File: src/rtl/sleep_seq_pkg.sv
package sleep_seq_pkg;

   typedef enum logic [1:0] {
      ST_ON    = 2'd0,
      ST_IDLE  = 2'd1,
      ST_SLEEP = 2'd2
   } seq_state_e;

   typedef enum logic [1:0] {
      DP_CPU = 2'd0,
      DP_AUX = 2'd1,
      DP_OFF = 2'd2
   } depth_e;

   localparam int unsigned CODE_W = 3;

   function automatic logic code_valid(input logic [CODE_W-1:0] c);
      return (c == 3'd1) || (c == 3'd3) || (c == 3'd4) || (c == 3'd5);
   endfunction

   function automatic depth_e code_depth(input logic [CODE_W-1:0] c);
      depth_e d;
      case (c)
         3'd1:    d = DP_CPU;
         3'd3:    d = DP_AUX;
         default: d = DP_OFF;
      endcase
      return d;
   endfunction

endpackage

File: src/rtl/hold_timer.sv
module hold_timer #(
   parameter int unsigned HOLD_TICKS = 131072
) (
   input  logic clk_i,
   input  logic rst_ni,
   input  logic btn_i,
   input  logic tick_i,
   output logic fire_o
);
   localparam int unsigned CW = $clog2(HOLD_TICKS + 1);
   localparam logic [CW-1:0] LIMIT = CW'(HOLD_TICKS);

   if (HOLD_TICKS < 2) begin : g_bad_hold
      $error("hold_timer: HOLD_TICKS must be at least 2");
   end

   logic [CW-1:0] cnt_q;

   always_ff @(posedge clk_i) begin
      if (!rst_ni) begin
         cnt_q <= '0;
      end else if (!btn_i) begin
         cnt_q <= '0;
      end else if (tick_i && (cnt_q != LIMIT)) begin
         cnt_q <= cnt_q + 1'b1;
      end
   end

   assign fire_o = btn_i & tick_i & (cnt_q == LIMIT);


   release_clears_chk: assert property (@(posedge clk_i) disable iff (!rst_ni)
      !btn_i |=> (cnt_q == '0));


   cnt_bound_chk: assert property (@(posedge clk_i) disable iff (!rst_ni)
      cnt_q <= LIMIT);


   fire_needs_hold_chk: assert property (@(posedge clk_i) disable iff (!rst_ni)
      fire_o |-> $past(btn_i));

endmodule

File: src/rtl/wake_gate.sv
module wake_gate #(
   parameter int unsigned N_WAKE = 3
) (
   input  logic [N_WAKE-1:0] src_i,
   input  logic [N_WAKE-1:0] en_i,
   input  logic              lock_i,
   input  logic              press_i,
   output logic              hit_o
);
   if (N_WAKE < 1) begin : g_bad_n
      $error("wake_gate: N_WAKE must be at least 1");
   end

   logic [N_WAKE-1:0] gated;

   for (genvar i = 0; i < N_WAKE; i++) begin : g_src
      assign gated[i] = src_i[i] & en_i[i];
   end

   assign hit_o = press_i | (~lock_i & (|gated));

endmodule

File: src/rtl/sleep_fsm.sv
module sleep_fsm
   import sleep_seq_pkg::*;
(
   input  logic              clk_i,
   input  logic              rst_ni,
   input  logic [CODE_W-1:0] code_i,
   input  logic              go_i,
   input  logic              stop_grant_i,
   input  logic              ovr_fire_i,
   input  logic              wake_hit_i,
   input  logic              flag_clr_i,
   output logic              idle_req_o,
   output logic              cpu_sleep_n_o,
   output logic              aux_off_n_o,
   output logic              mem_off_n_o,
   output logic              flag_o,
   output logic              lock_o
);
   seq_state_e state_q, state_d;
   depth_e     depth_q, depth_d;
   logic       lock_q, lock_d;
   logic       flag_q, flag_set;

   always_comb begin
      state_d  = state_q;
      depth_d  = depth_q;
      lock_d   = lock_q;
      flag_set = 1'b0;
      case (state_q)
         ST_ON: begin
            if (ovr_fire_i) begin
               state_d = ST_SLEEP;
               depth_d = DP_OFF;
               lock_d  = 1'b1;
            end else if (go_i && code_valid(code_i)) begin
               state_d = ST_IDLE;
               depth_d = code_depth(code_i);
            end
         end
         ST_IDLE: begin
            if (ovr_fire_i) begin
               state_d = ST_SLEEP;
               depth_d = DP_OFF;
               lock_d  = 1'b1;
            end else if (stop_grant_i) begin
               state_d = ST_SLEEP;
            end
         end
         ST_SLEEP: begin
            if (wake_hit_i) begin
               state_d  = ST_ON;
               lock_d   = 1'b0;
               flag_set = 1'b1;
            end
         end
         default: begin
            state_d = ST_ON;
            lock_d  = 1'b0;
         end
      endcase
   end

   always_ff @(posedge clk_i) begin
      if (!rst_ni) begin
         state_q <= ST_ON;
         depth_q <= DP_CPU;
         lock_q  <= 1'b0;
         flag_q  <= 1'b0;
      end else begin
         state_q <= state_d;
         depth_q <= depth_d;
         lock_q  <= lock_d;
         flag_q  <= flag_set | (flag_q & ~flag_clr_i);
      end
   end

   assign idle_req_o    = (state_q == ST_IDLE);
   assign cpu_sleep_n_o = ~((state_q == ST_SLEEP) && (depth_q == DP_CPU));
   assign aux_off_n_o   = ~((state_q == ST_SLEEP) && (depth_q != DP_CPU));
   assign mem_off_n_o   = ~((state_q == ST_SLEEP) && (depth_q == DP_OFF));
   assign flag_o        = flag_q;
   assign lock_o        = lock_q;


   go_to_idle_chk: assert property (@(posedge clk_i) disable iff (!rst_ni)
      (state_q == ST_ON) && go_i && code_valid(code_i) && !ovr_fire_i
      |=> idle_req_o && aux_off_n_o && cpu_sleep_n_o && mem_off_n_o);


   bad_code_chk: assert property (@(posedge clk_i) disable iff (!rst_ni)
      (state_q == ST_ON) && go_i && !code_valid(code_i) && !ovr_fire_i
      |=> !idle_req_o && aux_off_n_o && cpu_sleep_n_o);


   wait_grant_chk: assert property (@(posedge clk_i) disable iff (!rst_ni)
      idle_req_o && !stop_grant_i && !ovr_fire_i
      |=> idle_req_o && aux_off_n_o && cpu_sleep_n_o && mem_off_n_o);


   forced_off_chk: assert property (@(posedge clk_i) disable iff (!rst_ni)
      ovr_fire_i && (state_q != ST_SLEEP)
      |=> !aux_off_n_o && !mem_off_n_o && cpu_sleep_n_o && !idle_req_o);


   wake_return_chk: assert property (@(posedge clk_i) disable iff (!rst_ni)
      (state_q == ST_SLEEP) && wake_hit_i
      |=> aux_off_n_o && cpu_sleep_n_o && mem_off_n_o && flag_o);


   flag_sticky_chk: assert property (@(posedge clk_i) disable iff (!rst_ni)
      flag_o && !flag_clr_i |=> flag_o);


   depth_excl_chk: assert property (@(posedge clk_i) disable iff (!rst_ni)
      !cpu_sleep_n_o |-> aux_off_n_o && mem_off_n_o);

endmodule

File: src/rtl/sleep_seq.sv
module sleep_seq
   import sleep_seq_pkg::*;
#(
   parameter int unsigned HOLD_TICKS = 131072,
   parameter int unsigned N_WAKE     = 3
) (
   input  logic              clk_i,
   input  logic              rst_ni,
   input  logic              rtc_tick_i,
   input  logic              pbtn_i,
   input  logic [2:0]        sleep_code_i,
   input  logic              sleep_go_i,
   input  logic              stop_grant_i,
   input  logic [N_WAKE-1:0] wake_src_i,
   input  logic [N_WAKE-1:0] wake_en_i,
   input  logic              wake_flag_clr_i,
   output logic              idle_req_o,
   output logic              cpu_sleep_n_o,
   output logic              aux_pwr_off_n_o,
   output logic              mem_pwr_off_n_o,
   output logic              wake_flag_o
);
   logic btn_q;
   logic press;
   logic ovr_fire;
   logic wake_hit;
   logic lock;

   always_ff @(posedge clk_i) begin
      if (!rst_ni) btn_q <= 1'b0;
      else         btn_q <= pbtn_i;
   end

   assign press = pbtn_i & ~btn_q;

   hold_timer #(.HOLD_TICKS(HOLD_TICKS)) u_timer (
      .clk_i  (clk_i),
      .rst_ni (rst_ni),
      .btn_i  (pbtn_i),
      .tick_i (rtc_tick_i),
      .fire_o (ovr_fire)
   );

   wake_gate #(.N_WAKE(N_WAKE)) u_gate (
      .src_i   (wake_src_i),
      .en_i    (wake_en_i),
      .lock_i  (lock),
      .press_i (press),
      .hit_o   (wake_hit)
   );

   sleep_fsm u_fsm (
      .clk_i         (clk_i),
      .rst_ni        (rst_ni),
      .code_i        (sleep_code_i),
      .go_i          (sleep_go_i),
      .stop_grant_i  (stop_grant_i),
      .ovr_fire_i    (ovr_fire),
      .wake_hit_i    (wake_hit),
      .flag_clr_i    (wake_flag_clr_i),
      .idle_req_o    (idle_req_o),
      .cpu_sleep_n_o (cpu_sleep_n_o),
      .aux_off_n_o   (aux_pwr_off_n_o),
      .mem_off_n_o   (mem_pwr_off_n_o),
      .flag_o        (wake_flag_o),
      .lock_o        (lock)
   );


   locked_ignore_chk: assert property (@(posedge clk_i) disable iff (!rst_ni)
      lock && !mem_pwr_off_n_o && !press |=> !mem_pwr_off_n_o);


   press_wakes_chk: assert property (@(posedge clk_i) disable iff (!rst_ni)
      !aux_pwr_off_n_o && press |=> aux_pwr_off_n_o && wake_flag_o);

endmodule

File: config.mk
export PLATFORM = sky130hd
export DESIGN_NAME = sleep_seq
export DESIGN_NICKNAME = d
export VERILOG_FILES = /design/src/rtl/sleep_seq_pkg.sv /design/src/rtl/hold_timer.sv /design/src/rtl/wake_gate.sv /design/src/rtl/sleep_fsm.sv /design/src/rtl/sleep_seq.sv
export SDC_FILE = /design/constraint.sdc
export NUM_CORES = 1
export LEC_CHECK = 0
export BUFFER_PORTS_ARGS = -buffer_cell sky130_fd_sc_hd__clkbuf_2
export CAP_MARGIN = 20
export CORE_MARGIN = 3
export CORE_UTILIZATION = 40
export CTS_CLUSTER_DIAMETER = 80
export DETAILED_ROUTE_END_ITERATION = 6
export GPL_ROUTABILITY_DRIVEN = 0
export PLACE_DENSITY = 0.63
export SETUP_SLACK_MARGIN = 0.2
export SLEW_MARGIN = 20
export SYNTH_ARGS = -nofsm -noshare
export SYNTH_HDL_FRONTEND = slang
export SYNTH_SLANG_ARGS = --single-unit
export TNS_END_PERCENT = 20
File: constraint.sdc
create_clock -name clk_i -period 1.5 [get_ports clk_i]
set_input_delay 0.225 -clock clk_i [delete_from_list [all_inputs] [get_ports clk_i]]
set_output_delay 0.225 -clock clk_i [all_outputs]
set_load 0.01 [all_outputs]
==> results of run 1 <==
flip-flops by register name, indices dropped and copies added, names as in the netlist:
name	flops
btn_q	1
u_fsm.depth_q	2
u_fsm.flag_o	1
u_fsm.lock_o	1
u_fsm.state_q	2
u_timer.cnt_q	18
logic make-up after synthesis:
kind of cell,Yosys count,share of synthesized area (%)
XOR/XNOR,16,11.6
buffers and inverters,7,2.18
multiplexers,1,0.830
AND/OR/NAND/NOR,71,32.1
AO/OA/AOI/OAI,17,9.75
flip-flops,25,41.5
adder cells (fa/ha/maj),2,2.07
power by group:
group / switching, µW / leakage [µW] / internal (µW)
clock network: 196 / 0.0000150 / 104
logic: 48.2 / 0.000381 / 47.3
registers: 11.9 / 0.000208 / 669
total: 256 / 0.000604 / 820
stage by stage:
| stage | std cells | power, µW |
|---|---|---|
| 2_1_floorplan | 139 | 746 |
| 3_3_place_gp | 204 | 789 |
| 3_5_place_dp | 204 | 793 |
| 4_1_cts | 210 | 1100 |
| 5_1_grt | 210 | 1140 |
| 6_report | 210 | 1080 |
cell type report:
| type | count | area (µm²) | area share [%] |
|---|---|---|---|
| Sequential cell | 25 | 522 | 32.0 |
| Multi-Input combinational cell | 107 | 788 | 48.4 |
| Timing Repair Buffer | 37 | 231 | 14.2 |
| Inverter | 6 | 22.5 | 1.38 |
| Tap cell | 31 | 38.8 | 2.38 |
| Clock buffer | 4 | 26.3 | 1.61 |
cells in the mapped netlist:
master    number
dfxtp_1       25
nor2_1        24
nand2_1       13
xnor2_1       10
inv_1          6
nor2b_1        6
nor3_1         6
xor2_1         6
o21ai_0        5
nand4_1        4
and3_1         3
nand3_1        3
a21boi_1       2
a21oi_1        2
and3_2         2
ha_1           2
nor4_2         2
a211o_2        1
a222oi_1       1
a32o_1         1
clkbuf_1       1
mux2i_1        1
nand2b_1       1
nand3b_1       1
nand4b_1       1
nand4b_2       1
nor3_4         1
nor4_1         1
nor4b_2        1
o2111a_1       1
o211ai_1       1
o21ai_1        1
o21bai_1       1
o22ai_1        1
or3_1          1
critical path: stages (launching register included):
cell and delay, ps:
dfxtp_4 390, nor4_4 340, nand4b_4 160, nor3_4 220, nand2b_1 130, a32o_1 220
layer usage:
layer / vias to the layer above / global-route usage [%] / share of wire, % / wire length [µm]
met2: 25 / 29.6 / 49 / 1360
met5: - / 0 / 0 / 0
met4: 0 / 7.43 / 1.5 / 42
met3: 4 / 2.77 / 4.0 / 110
met1: 506 / 21.5 / 45 / 1250
li1: 555 / - / - / -
timing repair:
item                                    4_1_cts  5_1_grt
resized for setup                            22       11
pin swaps                                     8        9
endpoints found under the setup margin       23       25
buffers inserted                              2        0
path summary, 6_finish.rpt:
path | depth (start not counted) | startpoint | endpoint | slack [ps]
max reg2reg | 5 | u_timer.cnt_q[5] | u_fsm.depth_q[0] | -40
min reg2reg | 2 | u_fsm.lock_o | u_fsm.lock_o | 480
max | 5 | u_timer.cnt_q[5] | u_fsm.depth_q[0] | -40
min | 2 | sleep_code_i[1] | u_fsm.depth_q[0] | 180
==> results_dict.tcl, run 1 <==
set metrics [dict create \
    final_common_cell "nor2_1" \
    dieArea_um2 3710 \
    synthCells 139 \
    fin_area_um2 1630 \
    syn-cell-area_um2 1210 \
    setup_ws_ps -43.4 \
    ant_nets 0 \
    power_leakage_uw 0.000604 \
    start_util_pct 43.0 \
    p_per_area_nw_per_um2 660 \
    yosysTopAreaCellShare_pct 41.5 \
    vias_per_cell 5.19 \
    drive_gt1_share_pct 38.5 \
    rsz0062_at_grt "yes" \
    syn_avg_cell_area_um2 8.68 \
    clock_skew_ps 1.93 \
    worstSetupStartpointType "register" \
    dr.pass1.iters 4 \
    fin_setup_tns_ps -97.5 \
    vdd_ir_drop_max_uv 365 \
    cts_made_buffers 3 \
    grt_max_degree 20 \
    netlist.top_cell.by_area "dfxtp_1" \
    outcome "finished, violations left" \
    ys_ff_latch 25 \
    tightest_slew_ps 281 \
    path_clk_slew_ps 130 \
    post-route-period-util_pct 103 \
    synth-seq-area-share_pct 41.5 \
    maxCapViolations 0 \
    routed_wl_um 2770 \
    area_growth_pct 35.1 \
    grt_usage_pct 17.3 \
    cp.arrival_ps 1760 \
    grt_pass1_vias 1102 \
    htreeDepth 1 \
    fin_nets 198 \
    ys_types 35 \
    cts.sinks 25 \
    clock.fmax_mhz 648 \
    final_util_pct 58.1 \
    hold_class "input pin to register" \
    post-route-min-period_ps 1540 \
    slew_headroom_pct 81.1 \
    fillCellCount 257 \
    die_x_um 60.9 \
    timing.hold.ws_ps 184 \
    violations "setup timing" \
    cts_root_buffer "clkbuf_4" \
    antennaDiodeCount 0 \
    grt_overflow_total 0 \
    dpl_worst_slack_ps -62.9 \
    cts_tree "built" \
    num_vias 1090 \
    synthTopCellsByArea "dfxtp_1 (41%), nor2_1 (7.5%), xnor2_1 (7.3%)" \
    drt-wirelength-per-cell_um 13.2 \
    die_h_um 60.9 \
    io_buffers 20 \
    ios 21 \
    cp-end-kind "register" \
    dpl-instance-area_um2 1460 \
    crit_type "register to register" \
    hold_violations 0 \
    ys.warnings.count 0 \
    drtIter0Drc 33 \
    syn-num-nets 157 \
    crit_fanout 5 \
    rows 19 \
    hold_buffers 0 \
    mostFrequentLayoutCells "nor2_1 (23), clkbuf_2 (20), dfxtp_1 (16), buf_4 (16), nand2_1 (12)" \
    dp_hpwl_um 2020 \
    route.detailed.drc 0 \
    cts_buffer_depth 2 \
    setup_viol 4 \
    cp.required_ps 1720 \
    clk_latency_ps 310 \
    grt_pass1_wl_um 4730 \
    antenna_found_initial 0 \
    slew_viol_final 0 \
    fp.coreArea_um2 2810 \
]
Power figures use the tool's default switching activity.
==> inputs of run 2 (changes only) <==
==> constraint.sdc (replaced) <==
create_clock -name clk_i -period 1.5 [get_ports clk_i]
set_input_delay 0.3 -clock clk_i [delete_from_list [all_inputs] [get_ports clk_i]]
set_output_delay 0.3 -clock clk_i [all_outputs]
set_load 0.01 [all_outputs]
==> run 2 against run 1 <==
Net effect:
- the run still ends with setup timing left
- global-route usage down 0.39 points
- clock power hardly changed
- utilization shrank 0.98 points
- routed wire length is 0.94% lower
- final cell count did not move
- clock skew about the same
==> results_dict.tcl, run 2 (same netlist as run 1, synthesis figures left out) <==
set metrics [dict create \
    cts_made_buffers 3 \
    timing.hold.ws_ps 259 \
    ant_nets 0 \
    start_util_pct 43.0 \
    power_leakage_uw 0.000603 \
    drt-wirelength-per-cell_um 13.0 \
    post-route-min-period_ps 1540 \
    hold_violations 0 \
    dr.pass1.iters 4 \
    fin_nets 198 \
    grt_overflow_total 0 \
    cp-end-kind "register" \
    hold_depth 2 \
    hold_buffers 0 \
    cts_root_buffer "clkbuf_4" \
    cts_tree "built" \
    antennaDiodeCount 0 \
    route.detailed.drc 0 \
    largest-register "u_timer.cnt_q" \
    crit_type "register to register" \
    final_common_cell "nor2_1" \
    p_per_area_nw_per_um2 674 \
    routed_wl_um 2740 \
    slew_viol_final 0 \
    reg.largest.list "u_timer.cnt_q (18), u_fsm.depth_q (2), u_fsm.state_q (2)" \
    dieArea_um2 3710 \
    cts_buffer_depth 2 \
    cp.arrival_ps 1760 \
    die_x_um 60.9 \
    outcome "finished, violations left" \
    clock_skew_ps 1.55 \
    io_buffers 20 \
    violations "setup timing" \
    cp.required_ps 1720 \
    htreeDepth 1 \
    cts.sinks 25 \
    vias_per_cell 5.14 \
    fp.coreArea_um2 2810 \
    mostFrequentLayoutCells "nor2_1 (24), clkbuf_2 (17), dfxtp_1 (16), buf_4 (16), nand2_1 (12)" \
    worst_r2r_path_depth 5 \
    largest_reg_flops 18 \
    tightest_slew_ps 281 \
    path_clk_slew_ps 130 \
    drive_gt1_share_pct 36.9 \
    area_growth_pct 32.8 \
    antenna_found_initial 0 \
    setup_viol 4 \
    final_util_pct 57.1 \
    num_vias 1080 \
    fillCellCount 259 \
    clock.fmax_mhz 648 \
    slew_headroom_pct 81.1 \
    rsz0062_at_grt "yes" \
    grt_max_degree 20 \
    ios 21 \
    rows 19 \
    maxCapViolations 0 \
    total_power_uw 1080 \
    crit_fanout 5 \
    dp_hpwl_um 2020 \
    vdd_ir_drop_max_uv 365 \
    drtIter0Drc 38 \
    grt_pass1_wl_um 4640 \
    die_h_um 60.9 \
    worstSetupStartpointType "register" \
    clk_latency_ps 310 \
    hold_class "input pin to register" \
    grt_usage_pct 16.9 \
    grt_pass1_vias 1096 \
    setup_ws_ps -43.4 \
    post-route-period-util_pct 103 \
]
==> run 2: changes by cell type in the layout (fill, tap and decap cells not counted), moves of 2 or more <==
cell      delta
dfxtp_2      +2
buf_2        +3
clkbuf_2     -3
dfxtp_4      -2
==> run 2: metrics by stage <==
step	instances	setup WS [ps]	TNS, ps	instance area, µm²
2_1_floorplan	139	111	0	1210
3_3_place_gp	204	-8.49	-8.49	1460
3_5_place_dp	204	-62.9	-148	1460
4_1_cts	210	-76.0	-205	1560
5_1_grt	210	-130	-606	1600
6_report	210	-43.4	-109	1600
==> run 2: final timing paths <==
| kind | from | end | slack [ps] |
|---|---|---|---|
| worst max-delay path | u_timer.cnt_q[5] | u_fsm.depth_q[0] | -40 |
| worst min-delay path | sleep_code_i[1] | u_fsm.depth_q[0] | 260 |
| worst max register to register | u_timer.cnt_q[5] | u_fsm.depth_q[0] | -40 |
| worst min register to register | u_fsm.lock_o | u_fsm.lock_o | 480 |
==> run 2: repair_timing <==
action,CTS,global route
setup buffers,2,0
pin swaps,6,10
setup endpoints to repair,23,25
cloned,0,0
resized for setup,17,13
==> run 2: critical path: stages, from the launching register on <==
cell and delay [ps]:
dfxtp_4 390, nor4_4 340, nand4b_4 160, nor3_4 220, nand2b_1 130, a32o_1 220
==> run 2: per-layer routing <==
layer / track usage (%) / share of wire, % / vias to the layer above
li1: - / - / 561
met1: 20.5 / 47 / 498
met2: 29.5 / 49 / 17
met3: 2.77 / 2.7 / 4
met4: 7.43 / 1.5 / 0
met5: 0 / 0 / -
==> run 2: layout make-up <==
class	count	area, µm²	share of cell area (%)
inverters	6	22.5	1.41
multi-input cells	107	766	47.8
well taps	31	38.8	2.42
flip-flops and latches	25	517	32.3
repair buffers	37	231	14.5
clock buffers	4	26.3	1.64
==> run 2: power breakdown <==
group	internal (µW)	leakage [µW]	switching [µW]
Sequential	673	0.000207	11.8
Clock	104	0.0000150	194
Combinational	48.4	0.000381	48.3
Total	825	0.000603	254
==> inputs of run 3 (changes only) <==
Settings changed: ABC_AREA set to 1, PLACE_DENSITY 0.63 to 0.61.
==> run 3 against run 2 <==
Net effect:
- the run now ends clean
- sequential power grew 6.3%
- sequential share of layout area shrank 7.0 points
- utilization shrank 1.0 points
- maximum frequency grew 14%
- hold slack gained 14 ps
- final area grew 30%
- via count grew 51%
- non-clock buffer count grew 2
- die area grew 27%
- final cell count grew 62%
- largest cell class unchanged
- global-route usage grew 2.1 points
- first-iteration DRC count grew 39%
==> results_dict.tcl, run 3 <==
set metrics [dict create \
    syn-num-nets 269 \
    ant_nets 0 \
    yosys.cell_count.top_type "nand2_1" \
    dpl-instance-area_um2 1790 \
    yosysTopAreaCellShare_pct 31.9 \
    cts_made_buffers 3 \
    dp_hpwl_um 2790 \
    io_buffers 20 \
    p_per_area_nw_per_um2 740 \
    area_growth_pct 32.7 \
    largest_reg_flops 18 \
    fin_area_um2 2080 \
    cp.required_ps 1710 \
    worstSetupStartpointType "register" \
    cpPeakStageDelay_ps 370 \
    fin_nets 311 \
    grt_pass1_wl_um 6760 \
    hold_buffers 0 \
    path_clk_slew_ps 90 \
    antenna_found_initial 0 \
    drive_gt1_share_pct 30.8 \
    hold_class "input pin to register" \
    synthTopCellsByCount "nand2_1 (79), nor2_1 (33), inv_1 (31)" \
    grt_max_degree 15 \
    htreeDepth 1 \
    vdd_ir_drop_max_uv 267 \
    outcome "finished, final reports clean" \
    worst_r2r_path_depth 7 \
    r2r-end "u_timer.cnt_q[5]" \
    r2r_slack_ps 150 \
    mostFrequentLayoutCells "nand2_1 (77), inv_1 (28), nor2_1 (23), clkbuf_2 (20), buf_4 (19)" \
    post-route-min-period_ps 1350 \
    slowest_stage "dfxtp_4" \
    tightest_slew_ps 252 \
    placed_cells 325 \
    route.detailed.drc 0 \
    grt_usage_pct 19.0 \
    cts_tree "built" \
    syn-cell-area_um2 1570 \
    post-route-period-util_pct 90.1 \
    cp_num_buf_inv 0 \
    grt_pass1_vias 1505 \
    ys_types 23 \
    critPathCapture "u_timer.cnt_q[5]" \
    ys.warnings.count 0 \
    clock_skew_ps 5.52 \
    largest-register "u_timer.cnt_q" \
    die_h_um 68.7 \
    syn_avg_cell_area_um2 6.26 \
    setup_viol 0 \
    hold_violations 0 \
    slew_headroom_pct 83.1 \
    slew_viol_final 0 \
    path_depth 7 \
    drt-wirelength-per-cell_um 11.8 \
    routed_wl_um 4010 \
    crit_family "simple AND/OR/NAND/NOR gates" \
    synth-edff-count 0 \
    fillCellCount 365 \
    fp.coreArea_um2 3720 \
    antennaDiodeCount 0 \
    final_common_cell "nand2_1" \
    vias_per_cell 4.79 \
    grt_overflow_total 0 \
    stdcell_count 340 \
    cts_buffer_depth 2 \
    netlist.top_cell.by_area "dfxtp_1" \
    crit_fanout 11 \
    clock.fmax_mhz 740 \
    r2r-start "u_timer.cnt_q[3]" \
    synth-seq-area-share_pct 31.9 \
    clk_latency_ps 270 \
    hold_depth 4 \
    ys_ff_latch 25 \
    synthTopCellsByArea "dfxtp_1 (32%), nand2_1 (19%), nor2_1 (7.9%)" \
    reg.largest.list "u_timer.cnt_q (18), u_fsm.depth_q (2), u_fsm.state_q (2)" \
    rsz0062_at_grt "yes" \
    cp-end-kind "register" \
    ios 21 \
    dr.pass1.iters 4 \
    worstPathCellList "nor2_2, nand3_2, nor2_4, nand2_4, nand2_4, nand2_1, a21oi_1" \
    cts.sinks 25 \
    synthFlopType "dfxtp_1" \
    power_leakage_uw 0.000884 \
    rows 22 \
    crit_type "register to register" \
    dieArea_um2 4710 \
    cp-startpoint "u_timer.cnt_q[3]" \
    cts_root_buffer "clkbuf_8" \
    crit_top_cell "nand2_4" \
    die_x_um 68.7 \
    async_reset_ff_share_pct 0 \
    cp.arrival_ps 1560 \
    start_util_pct 42.3 \
    maxCapViolations 0 \
    drtIter0Drc 53 \
    num_vias 1627 \
    synthCells 251 \
]
-- run 3: changes by cell type after synthesis, sizes merged, moves of 3 or more --
cell / before / now
a21oi: 2 / 21
and3: 5 / 0
buf: 0 / 3
inv: 6 / 33
nand2: 13 / 82
nand3: 3 / 20
nor2: 24 / 35
nor2b: 6 / 1
nor4: 3 / 0
xnor2: 10 / 1
xor2: 6 / 9
-- run 3: how the worst min path moves through the flow --
stage                startpoint  slack [ps]          endpoint
3_3_place_gp   u_fsm.state_q[1]         450      u_fsm.lock_o
6_report        wake_flag_clr_i         270      u_fsm.flag_o
4_1_cts                  rst_ni         270      u_fsm.lock_o
2_1_floorplan            rst_ni         420      u_fsm.lock_o
3_5_place_dp   u_fsm.state_q[1]         450      u_fsm.lock_o
5_1_grt                  rst_ni         290  u_fsm.state_q[1]
-- run 3: metrics by stage --
step	util [%]	hold slack [ps]	TNS, ps	total power [µW]	setup WS (ps)
5_1_grt	56.1	291	0	1640	36.2
3_5_place_dp	48.2	454	-6.53	1060	-6.53
3_3_place_gp	48.2	448	0	1060	37.8
4_1_cts	54.0	273	0	1560	151
6_report	56.1	272	0	1540	148
2_1_floorplan	-	423	0	972	188
-- run 3: timing repair --
item | CTS | global route
setup endpoints to repair | 26 | 27
setup buffers | 6 | 3
resized for setup | 30 | 18
pin swaps | 9 | 8
gates cloned | 2 | 0
-- run 3: logic make-up after synthesis --
family	Yosys count	share of synthesized area, %
compound gates	28	9.64
flops	25	31.9
buf+inv	37	10.3
simple gates	149	41.0
xor+xnor	10	5.58
fa+ha+maj	2	1.59
-- run 3: area by class of cell --
cell class / count / area [µm²] / share of cell area (%)
Timing Repair Buffer: 39 / 243 / 11.6
Clock buffer: 4 / 45.0 / 2.16
Sequential cell: 25 / 527 / 25.3
Tap cell: 48 / 60.1 / 2.88
Multi-Input combinational cell: 191 / 1070 / 51.5
Inverter: 33 / 136 / 6.54
-- run 3: metal layers --
| metal | GRT usage (%) | up-vias | part of all wire, % | wire [µm] |
|---|---|---|---|---|
| met5 | 0 | - | 0 | 0 |
| met2 | 33.4 | 35 | 49 | 1970 |
| met3 | 1.46 | 7 | 4.2 | 167 |
| met4 | 6.70 | 0 | 2.0 | 79 |
| met1 | 24.3 | 713 | 45 | 1790 |
| li1 | - | 872 | - | - |
-- run 3: where the power goes --
part,switching (µW),internal [µW]
Clock,219,190
Combinational,233,173
Sequential,31.8,696
Total,484,1060
-- run 3: worst min-delay path: stages --
cell and delay (ps):
clkbuf_2 70, inv_1 30, nand2_1 50, a21oi_1 60
